$ cat config.mk
export PLATFORM = sky130hd
export DESIGN_NAME = decade_johnson_display
export DESIGN_NICKNAME = d
export VERILOG_FILES = /design/src/rtl/jdc_pkg.sv /design/src/rtl/jdc_sync.sv /design/src/rtl/jdc_event.sv /design/src/rtl/jdc_ring.sv /design/src/rtl/jdc_decode.sv /design/src/rtl/decade_johnson_display.sv
export SDC_FILE = /design/constraint.sdc
export NUM_CORES = 1
export LEC_CHECK = 0
export ABC_AREA = 1
export BUFFER_PORTS_ARGS = -buffer_cell sky130_fd_sc_hd__buf_4
export CORE_ASPECT_RATIO = 1.1
export CORE_UTILIZATION = 55
export DETAILED_ROUTE_END_ITERATION = 8
export GPL_ROUTABILITY_DRIVEN = 0
export PLACE_DENSITY = 0.88
export SYNTH_ARGS = -nofsm -noshare
export SYNTH_HDL_FRONTEND = slang
export SYNTH_HIERARCHICAL = 1
export SYNTH_SLANG_ARGS = --single-unit
$ cat constraint.sdc
create_clock -name clk -period 5.5 [get_ports clk]
set_input_delay 1.65 -clock clk [delete_from_list [all_inputs] [get_ports clk]]
set_output_delay 1.65 -clock clk [all_outputs]
set_load 0.03 [all_outputs]
$ cat src/rtl/jdc_pkg.sv
package jdc_pkg;
  localparam int JSTAGES = 5;
  localparam int SEGS    = 7;
  typedef logic [JSTAGES-1:0] jstate_t;
  typedef logic [SEGS-1:0]    seg_t;

  // A legal twisted-ring code has at most one bit-to-bit change along the word.
  function automatic logic jvalid(input jstate_t s);
    int changes;
    changes = 0;
    for (int i = 0; i < JSTAGES-1; i++)
      if (s[i] != s[i+1]) changes++;
    return (changes <= 1);
  endfunction
endpackage

$ cat src/rtl/jdc_sync.sv
module jdc_sync #(
  parameter int STAGES = 2
) (
  input  logic clk,
  input  logic d,
  output logic q
);
  logic [STAGES-1:0] sh;
  generate
    if (STAGES == 1) begin : g_one
      always_ff @(posedge clk) sh <= d;
    end else begin : g_many
      always_ff @(posedge clk) sh <= {sh[STAGES-2:0], d};
    end
  endgenerate
  assign q = sh[STAGES-1];
endmodule

$ cat src/rtl/jdc_event.sv
module jdc_event #(
  parameter int SYNC_STAGES = 2
) (
  input  logic clk,
  input  logic cnt_clk,
  input  logic cnt_hold,
  output logic step_o
);
  logic clk_s, hold_s, gated, prev_q;

  jdc_sync #(.STAGES(SYNC_STAGES)) u_sync_clk  (.clk(clk), .d(cnt_clk),  .q(clk_s));
  jdc_sync #(.STAGES(SYNC_STAGES)) u_sync_hold (.clk(clk), .d(cnt_hold), .q(hold_s));

  assign gated = clk_s & ~hold_s;

  always_ff @(posedge clk) prev_q <= gated;

  assign step_o = gated & ~prev_q;
endmodule

$ cat src/rtl/jdc_ring.sv
module jdc_ring
  import jdc_pkg::*;
(
  input  logic    clk,
  input  logic    reset,
  input  logic    step,
  output jstate_t state_o
);
  jstate_t state_q, next_s;

  always_comb begin
    if (!jvalid(state_q)) next_s = '0;
    else                  next_s = {state_q[JSTAGES-2:0], ~state_q[JSTAGES-1]};
  end

  always_ff @(posedge clk) begin
    if (reset)     state_q <= '0;
    else if (step) state_q <= next_s;
  end

  assign state_o = state_q;
endmodule

$ cat src/rtl/jdc_decode.sv
module jdc_decode
  import jdc_pkg::*;
(
  input  jstate_t state_i,
  output seg_t    seg_o,
  output logic    carry_o
);
  logic [3:0] ones, digit;

  always_comb begin
    ones = '0;
    for (int i = 0; i < JSTAGES; i++) ones = ones + {3'b0, state_i[i]};
    digit = state_i[JSTAGES-1] ? (4'd10 - ones) : ones;
  end

  always_comb begin
    unique case (digit)
      4'd0:    seg_o = 7'h3F;
      4'd1:    seg_o = 7'h06;
      4'd2:    seg_o = 7'h5B;
      4'd3:    seg_o = 7'h4F;
      4'd4:    seg_o = 7'h66;
      4'd5:    seg_o = 7'h6D;
      4'd6:    seg_o = 7'h7D;
      4'd7:    seg_o = 7'h07;
      4'd8:    seg_o = 7'h7F;
      4'd9:    seg_o = 7'h6F;
      default: seg_o = 7'h00;
    endcase
  end

  assign carry_o = ~state_i[JSTAGES-1];
endmodule

$ cat src/rtl/decade_johnson_display.sv
module decade_johnson_display
  import jdc_pkg::*;
#(
  parameter int SYNC_STAGES = 2
) (
  input  logic       clk,
  input  logic       cnt_reset,
  input  logic       cnt_clk,
  input  logic       cnt_hold,
  input  logic       disp_en_i,
  output logic [6:0] seg_o,
  output logic       seg_c_raw_o,
  output logic       carry_o,
  output logic       disp_en_o
);
  logic    step;
  jstate_t state;
  seg_t    seg_raw;

  jdc_event #(.SYNC_STAGES(SYNC_STAGES)) u_event (
    .clk(clk), .cnt_clk(cnt_clk), .cnt_hold(cnt_hold), .step_o(step)
  );

  jdc_ring u_ring (.clk(clk), .reset(cnt_reset), .step(step), .state_o(state));

  jdc_decode u_dec (.state_i(state), .seg_o(seg_raw), .carry_o(carry_o));

  assign seg_o       = disp_en_i ? seg_raw : '0;
  assign seg_c_raw_o = seg_raw[2];
  assign disp_en_o   = disp_en_i;
endmodule

Yosys cells after proc, flatten, opt, wreduce, memory -nomap -nowiden
Memory sizes are Yosys's and may differ from the RTL's.
Cells that the tools add are included.
Storage, ports and cells
  logic and storage cells: 30
  ROM bits: 112
  register bits: 10
  output and inout port bits: 10
  bits of input ports: 5
  memories kept: 1
Memory list
  (no name shown): depth 16, width 7, read ports 1, clocked after memory_dff 0, write ports 0, RTL line jdc_decode.sv:17  | unique case (digit)
Operators by class
  bitwise logic cells: 5
  equality and inequality tests: 4
  add/sub/neg operators: 8
  mux-type cells: 7
  $lt $le $gt $ge: 1
Operators by type and width (count)
  two-way mux 32 bit: 3
  adder 32 x 2 -> 32 bit, second input constant: 2
  <= comparator 32 x 2 -> 1 bit, second input constant: 1
  adder 4 x 1 -> 4 bit: 3
  two-way mux 7 bit: 1
  two-way mux 5 bit: 1
  two-way mux 4 bit: 1
  != test 1 bit: 4
  subtractor 4 bit, first input constant: 1
  NOT 1 bit: 3
  adder 1 x 1 -> 2 bit: 1
  adder 1 x 1 -> 2 bit, second input constant: 1
  bitwise AND 1 bit: 2
  two-way mux 1 bit: 1

Logic depth before layout (Yosys ltp)
Gate-level depths: netlist (run 1).
  depth in word-level cells: 10
  mapped depth: 18
  mapped depth without buffers: 18

Hierarchy
Netlist (run 1), hierarchy kept.
Modules (own cells, without submodules)
  jdc_ring: seq. area each 100.1 µm², instances 1, cells an instance 72, area each 412.9 µm²
  jdc_decode: seq. area each 0.0 µm², instances 1, cells an instance 60, area each 371.6 µm²
  jdc_sync: seq. area each 40.0 µm², instances 2, cells an instance 2, area each 40.0 µm²
  decade_johnson_display: seq. area each 0.0 µm², instances 1, cells an instance 15, area each 60.1 µm²
  jdc_event: seq. area each 20.0 µm², instances 1, cells an instance 5, area each 40.0 µm²

Least setup slack after synthesis (run 1)
Ideal clock, no wire load.
  path kind: register to output
  start: register u_ring.state_q[1] (netlist: u_ring/state_o[1])
  end: output port seg_o[2]
  data arrival time: 3.520 ns
  slack: 0.330 ns
  cell stages (with the launch flop): 17
  cells stage by stage: dfxtp_1 > ha_1 > inv_1 > fa_1 > inv_1 > ha_1 > fa_1 > ha_1 > nand2_1 > o21ai_0 > inv_1 > ha_1 > nand2_1 > nor2_1 > nor2_1 > nand2_1 > inv_1
Between the ends
  word-level cells in the longest chain between the ends: 8
Ends and longest elaborated chain
  start: declaration: RTL line jdc_ring.sv:9  | jstate_t state_q, next_s;
  start signal: assignment: RTL line jdc_ring.sv:18  | else if (step) state_q <= next_s;
  adder 1 x 1 -> 2 bit (*): RTL line jdc_decode.sv:12  | for (int i = 0; i < JSTAGES; i++) ones = ones + {3'b0, state_i[i]};
  adder 4 x 1 -> 4 bit (*) (3 in series): RTL line jdc_decode.sv:12
  subtractor 4 bit: RTL line jdc_decode.sv:13  | digit = state_i[JSTAGES-1] ? (4'd10 - ones) : ones;
  two-way mux 4 bit (*): RTL line jdc_decode.sv:13
  memory (16 x 7 bit) (*)
  net seg_c_raw_o: RTL line decade_johnson_display.sv:12  | output logic seg_c_raw_o,
  two-way mux 7 bit (*): RTL line decade_johnson_display.sv:28  | assign seg_o = disp_en_i ? seg_raw : '0;
  end: declaration: RTL line decade_johnson_display.sv:11  | output logic [6:0] seg_o,
Mark *: on every way through the listed nets, which the timed path passes. The rest lies on a longest branch.

Worst setup path in the final report (run 1)
  start: register u_ring.state_q[0] (netlist: u_ring/state_o[0])
  end: output port seg_o[3]
Between the ends
  word-level cells in the longest chain between the ends: 8
Ends and longest elaborated chain
  adder 1 x 1 -> 2 bit (*): RTL line jdc_decode.sv:12
  adder 4 x 1 -> 4 bit (*) (3 in series): RTL line jdc_decode.sv:12
  subtractor 4 bit: RTL line jdc_decode.sv:13
  two-way mux 4 bit (*): RTL line jdc_decode.sv:13
  memory (16 x 7 bit) (*)
  net seg_raw[3]: RTL line decade_johnson_display.sv:18  | seg_t seg_raw;
  two-way mux 7 bit (*): RTL line decade_johnson_display.sv:28
Marked as above.

==> results of run 1 <==
[cell usage after synthesis]
library cell,count,share of area
nand2_1,60,0.23
inv_1,30,0.12
dfxtp_1,10,0.21
nand3_1,10,0.052
ha_1,8,0.10
a21oi_1,6,0.031
nand2_2,6,0.039
nor2_1,6,0.023
nand3_2,5,0.052
fa_1,2,0.042
inv_2,2,0.0078
nor2_2,2,0.013
o21ai_0,2,0.010
a21oi_2,1,0.0091
a21oi_4,1,0.017
buf_4,1,0.0078
inv_4,1,0.0065
nand2_4,1,0.012
nand3b_1,1,0.0078
xor2_1,1,0.0091
[cells by family after synthesis]
group,share of synthesized area
AOI/OAI and AO/OA,0.0675
xor gates and xnor gates,0.00908
adders and majority gates,0.145
buffers and inverters,0.139
DFF,0.208
and+or+nand+nor,0.432
[sequential cells by signal (all words and copies together), names as in the netlist]
register                flops
u_event/u_sync_clk/sh       2
u_event/u_sync_hold/sh      2
u_event/prev_q              1
u_ring/state_o              5
[per-stage QoR]
| step | cell area (µm²) | hold slack, ns | utilization | setup slack [ns] |
|---|---|---|---|---|
| 3_3_place_gp | 1080 | 0.312 | 0.679 | 0.468 |
| 3_5_place_dp | 1080 | 0.315 | 0.679 | 0.418 |
| 5_1_grt | 1120 | 0.338 | 0.705 | 0.0177 |
| 2_1_floorplan | 965 | 0.310 | - | 0.330 |
| 4_1_cts | 1120 | 0.330 | 0.702 | 0.111 |
| 6_report | 1120 | 0.327 | 0.705 | 0.198 |
[final timing paths]
| path | slack [ns] | from | endpoint | cells past startpoint |
|---|---|---|---|---|
| max | 0.20 | u_ring/state_o[0] | seg_o[3] | 18 |
| min | 0.33 | u_event/u_sync_hold/sh[0] | u_event/u_sync_hold/sh[1] | 0 |
| max reg2reg | 3.58 | u_ring/state_o[2] | u_ring/state_o[1] | 11 |
| min reg2reg | 0.33 | u_event/u_sync_hold/sh[0] | u_event/u_sync_hold/sh[1] | 0 |
[worst register-to-register path, stage by stage, from the launching register on]
cell and delay (ns):
dfxtp_1 0.49, inv_2 0.10, nand2_1 0.07, nand2_1 0.07, ha_1 0.31, inv_1 0.07, nand3_1 0.08, nand2_2 0.09
nand2_2 0.07, a21oi_4 0.23, nand3_1 0.12, a21oi_1 0.15
[final cells by class]
class                   instances  area, µm²  share of cell area
repair buffers                 14        105              0.0934
multi-input cells             112        634               0.564
clock buffers                   4       36.3              0.0323
flip-flops and latches         10        201               0.179
inverters                      33        126               0.112
well taps                      17       21.3              0.0189
[per-layer routing]
| metal | vias up | wire, µm |
|---|---|---|
| met2 | 9 | 961 |
| met4 | 0 | 23 |
| met3 | 4 | 22 |
| li1 | 504 | - |
| met1 | 430 | 799 |
| met5 | - | 0 |
[power breakdown]
| part | internal (mW) | switching (mW) |
|---|---|---|
| combinational | 0.0150 | 0.0248 |
| sequential | 0.0751 | 0.00170 |
| clock | 0.0401 | 0.0244 |
| total | 0.130 | 0.0509 |
==> results.yml, run 1 <==
global_route:
  met1_usage: 0.239
  met3_usage: 0.0357
  first_global_vias: 822
  grt-ovfl-total: 0
  grt_antenna_before_repair: 0
  grt_pass1_wl_mm: 3.19
  grt_usage: 0.222
  grt_max_degree: 12
  busiest_layer: "met2"
  gr-usage-met2: 0.413
placement:
  io_buffer_count: 14
  dp_cells: 186
  hpwl_mm: 1.46
sta:
  finClkSkew_ns: 0.00623
  hold_viol: 0
  worst_pin_slew_ns: 0.427
  clock.fmax_ghz: 0.189
  fin_crit_ns: 5.30
  slew_violations: 0
  setup_violations: 0
  max-slew-margin-rel: 0.715
  finalCritPeriodShare: 0.964
  fin_tns_setup_ns: 0
  grt_setup_unrepaired: "false"
die:
  die_area_mm2: 0.00193
  die_width_um: 41.9
  start_util: 0.605
  core_area_mm2: 0.00160
  fp-row-count: 15
  boundaryPins: 15
  fp.dieH_um: 45.9
critical_path:
  cp_max_fo: 6
  critical_path.top_delay_family: "adder cells"
  cpPeakStageDelay_ns: 0.54
  start_kind: "flip-flop"
  crit_required_ns: 3.85
  path_class: "reg -> out"
  path_common_cell: "nand2_1"
  critPathCaptureType: "output pin"
  arrival_ns: 3.65
  critPathBufInv: 5
  slowest_stage: "fa_1"
  cp_cell_sequence: "ha_1 -> inv_1 -> fa_1 -> inv_1 -> ha_1 -> fa_1 -> ha_1 -> nand2_1 -> o21ai_2 -> inv_1 -> ha_1 -> nand3_1 -> nand2_1 -> nand2_1 -> nand2_1 -> nand2_1 -> inv_1 -> buf_4"
clocking:
  root_buffer: "clkbuf_4"
  clk_path_buf_depth: 2
  post_cts_buffers: 0
  h-tree-depth: 1
  ctsResizeCount: 0
  ctsHoldBuffers: 0
  clk_latency_ns: 0.26
  cts_tree: "done"
  clock_sinks: 10
  cts_buffers: 3
  cts.clk_slew.worst_paths_ns: 0.07
power:
  power_density_mw_per_mm2: 161
  power.static_leakage_nw: 0.672
  power.total_mw: 0.181
  ir_drop_mv: 0.137
yosys:
  synth-seq-cells: 10
  synth.avg_cell_area_um2: 6.18
  synth_nets: 171
  ys_warn_count: 6
  syn_inst: 156
  yosysSeqAreaShare: 0.208
  syn_area_um2: 965
  yosysUniqueCellTypes: 20
detailed_routing:
  drt_wl_total_mm: 1.81
  post-route-drc-count: 0
  avgRoutedWirePerCell_um: 9.51
  first_pass_iters: 4
  route.vias.total: 947
  drtIter0Drc: 13
  final_antenna_net_count: 0
  via_per_inst: 4.98
layout:
  final_layout_size_suffix_gt1_frac: 0.225
  layout.cells.non_filler: 190
  fillers: 148
  n_antenna_cell: 0
  final_cell_mix: "nand2_1, inv_1, buf_4"
  final_common_cell: "nand2_1"
  nNetsFinal: 189
  syn2layout_area_growth_pct: 16.6
job:
  cap_violations: 0
worst_hold_path:
  min-delay-path-class: "reg -> reg"
status:
  status: "completed"
(Power assumes the default switching activity.)
==> run 2, diff against run 1 <==
--- a/config.mk
+++ b/config.mk
@@ -12,6 +12,7 @@
 export DETAILED_ROUTE_END_ITERATION = 8
 export GPL_ROUTABILITY_DRIVEN = 0
 export PLACE_DENSITY = 0.88
+export RECOVER_POWER = 50
 export SYNTH_ARGS = -nofsm -noshare
 export SYNTH_HDL_FRONTEND = slang
 export SYNTH_HIERARCHICAL = 1
==> run 2 against run 1 <==
Net effect: count of clock-buffer cells in the layout stayed put; fmax stayed put; largest power group unchanged; utilization is 1.0 points lower; sequential power hardly changed; register-to-register slack worse by 0.27 ns; worst hold slack hardly changed; cell area is 1.4% lower; setup slack hardly changed; largest cell class unchanged; wire length stayed put; critical path depth stayed put; cell count stayed put.
==> results.yml, run 2 (synthesis gave the netlist of run 1 again) <==
detailed_routing:
  post-route-drc-count: 0
  first_pass_iters: 4
  drtIter0Drc: 13
  avgRoutedWirePerCell_um: 9.51
  via_per_inst: 4.98
  final_antenna_net_count: 0
  drt_wl_total_mm: 1.81
  route.vias.total: 947
power:
  p_seq_frac: 0.425
  power_frac_clock: 0.357
  ir_drop_mv: 0.137
  intPower_mw: 0.130
  switching_share: 0.280
  power.static_leakage_nw: 0.667
  comb_power_share: 0.217
  power_density_mw_per_mm2: 163
  net-switching-power_mw: 0.0506
placement:
  hpwl_mm: 1.46
  io_buffer_count: 14
global_route:
  grt_pass1_wl_mm: 3.19
  grt_max_degree: 12
  grt-ovfl-total: 0
  grt_usage: 0.222
  first_global_vias: 822
  grt_antenna_before_repair: 0
layout:
  syn2layout_area_growth_pct: 14.9
  final_cell_mix: "nand2_1, inv_1, buf_4"
  nNetsFinal: 189
  largest_reg_flops: 5
  n_antenna_cell: 0
  final_layout_size_suffix_gt1_frac: 0.202
  final_common_cell: "nand2_1"
critical_path:
  critPathCaptureType: "output pin"
  cp_max_fo: 6
  path_class: "reg -> out"
  crit_required_ns: 3.85
  start_kind: "flip-flop"
  arrival_ns: 3.65
sta:
  whs_ns: 0.327
  worst_pin_slew_ns: 0.480
  setup_violations: 0
  slew_violations: 0
  max-slew-margin-rel: 0.680
  grt_setup_unrepaired: "false"
  clock.fmax_ghz: 0.189
  fin_crit_ns: 5.30
  hold_viol: 0
  finalCritPeriodShare: 0.964
  finClkSkew_ns: 0.00655
  fin_tns_setup_ns: 0
clocking:
  clk_path_buf_depth: 2
  cts_buffers: 3
  clk_latency_ns: 0.26
  clock_sinks: 10
  cts.clk_slew.worst_paths_ns: 0.07
  root_buffer: "clkbuf_4"
  h-tree-depth: 1
  cts_tree: "done"
  ctsHoldBuffers: 0
die:
  die_width_um: 41.9
  core_area_mm2: 0.00160
  fp-row-count: 15
  start_util: 0.605
  die_area_mm2: 0.00193
  fp.dieH_um: 45.9
  boundaryPins: 15
status:
  status: "completed"
job:
  cap_violations: 0
worst_hold_path:
  min-delay-path-class: "reg -> reg"
-- run 2: repair_timing --
item	CTS	global route
setup buffers	0	0
endpoints found under the hold margin	0	0
resized for setup	0	3
endpoints found under the setup margin	0	3
-- run 2: worst max-delay path, stage by stage (launching register included) --
cell and delay, ns:
dfxtp_1 0.36, ha_1 0.29, inv_1 0.05, fa_1 0.47, inv_1 0.04, ha_1 0.17
fa_1 0.54, ha_1 0.32, nand2_1 0.08, o21ai_2 0.13, inv_1 0.11, ha_1 0.31
nand3_1 0.09, nand2_1 0.06, nand2_1 0.05, nand2_1 0.05, nand2_1 0.06, inv_1 0.03
buf_4 0.15
-- run 2: per-stage QoR --
step | instance area [µm²] | setup WS [ns] | util | instances | power [mW]
6_report | 1110 | 0.198 | 0.695 | 190 | 0.180
5_1_grt | 1110 | 0.0177 | 0.695 | 190 | 0.194
4_1_cts | 1120 | 0.111 | 0.702 | 190 | 0.185
3_5_place_dp | 1080 | 0.418 | 0.679 | 186 | 0.118
3_3_place_gp | 1080 | 0.468 | 0.679 | 186 | 0.117
2_1_floorplan | 965 | 0.330 | - | 156 | 0.106
-- run 2: layout make-up --
cell class / instances / area (µm²)
Clock buffer: 4 / 36.3
Inverter: 33 / 126
Sequential cell: 10 / 201
Multi-Input combinational cell: 112 / 618
Tap cell: 17 / 21.3
Fill cell: 151 / 487
Timing Repair Buffer: 14 / 105
-- run 2: layer usage --
layer	vias to the layer above	part of all wire	global-route usage
met5	-	0	0
met4	0	0.013	0.135
met3	4	0.011	0.0357
met2	9	0.53	0.413
met1	430	0.45	0.239
li1	504	-	-
-- run 2: path summary, 6_finish.rpt --
check                                          startpoint                         to  slack, ns  cells past startpoint
worst max register to register          u_ring/state_o[2]          u_ring/state_o[1]       3.31                     11
worst max-delay path                    u_ring/state_o[0]                   seg_o[3]       0.20                     18
worst min register to register  u_event/u_sync_hold/sh[0]  u_event/u_sync_hold/sh[1]       0.33                      0
worst min-delay path            u_event/u_sync_hold/sh[0]  u_event/u_sync_hold/sh[1]       0.33                      0
-- run 2: power groups by stage --
stage / clock (mW) / combinational, mW / sequential [mW]
floorplan: 0 / 0.0279 / 0.0780
global route: 0.0726 / 0.0442 / 0.0770
global placement: 0 / 0.0383 / 0.0783
CTS: 0.0685 / 0.0399 / 0.0767
finish: 0.0645 / 0.0392 / 0.0767
detailed placement: 0 / 0.0396 / 0.0784
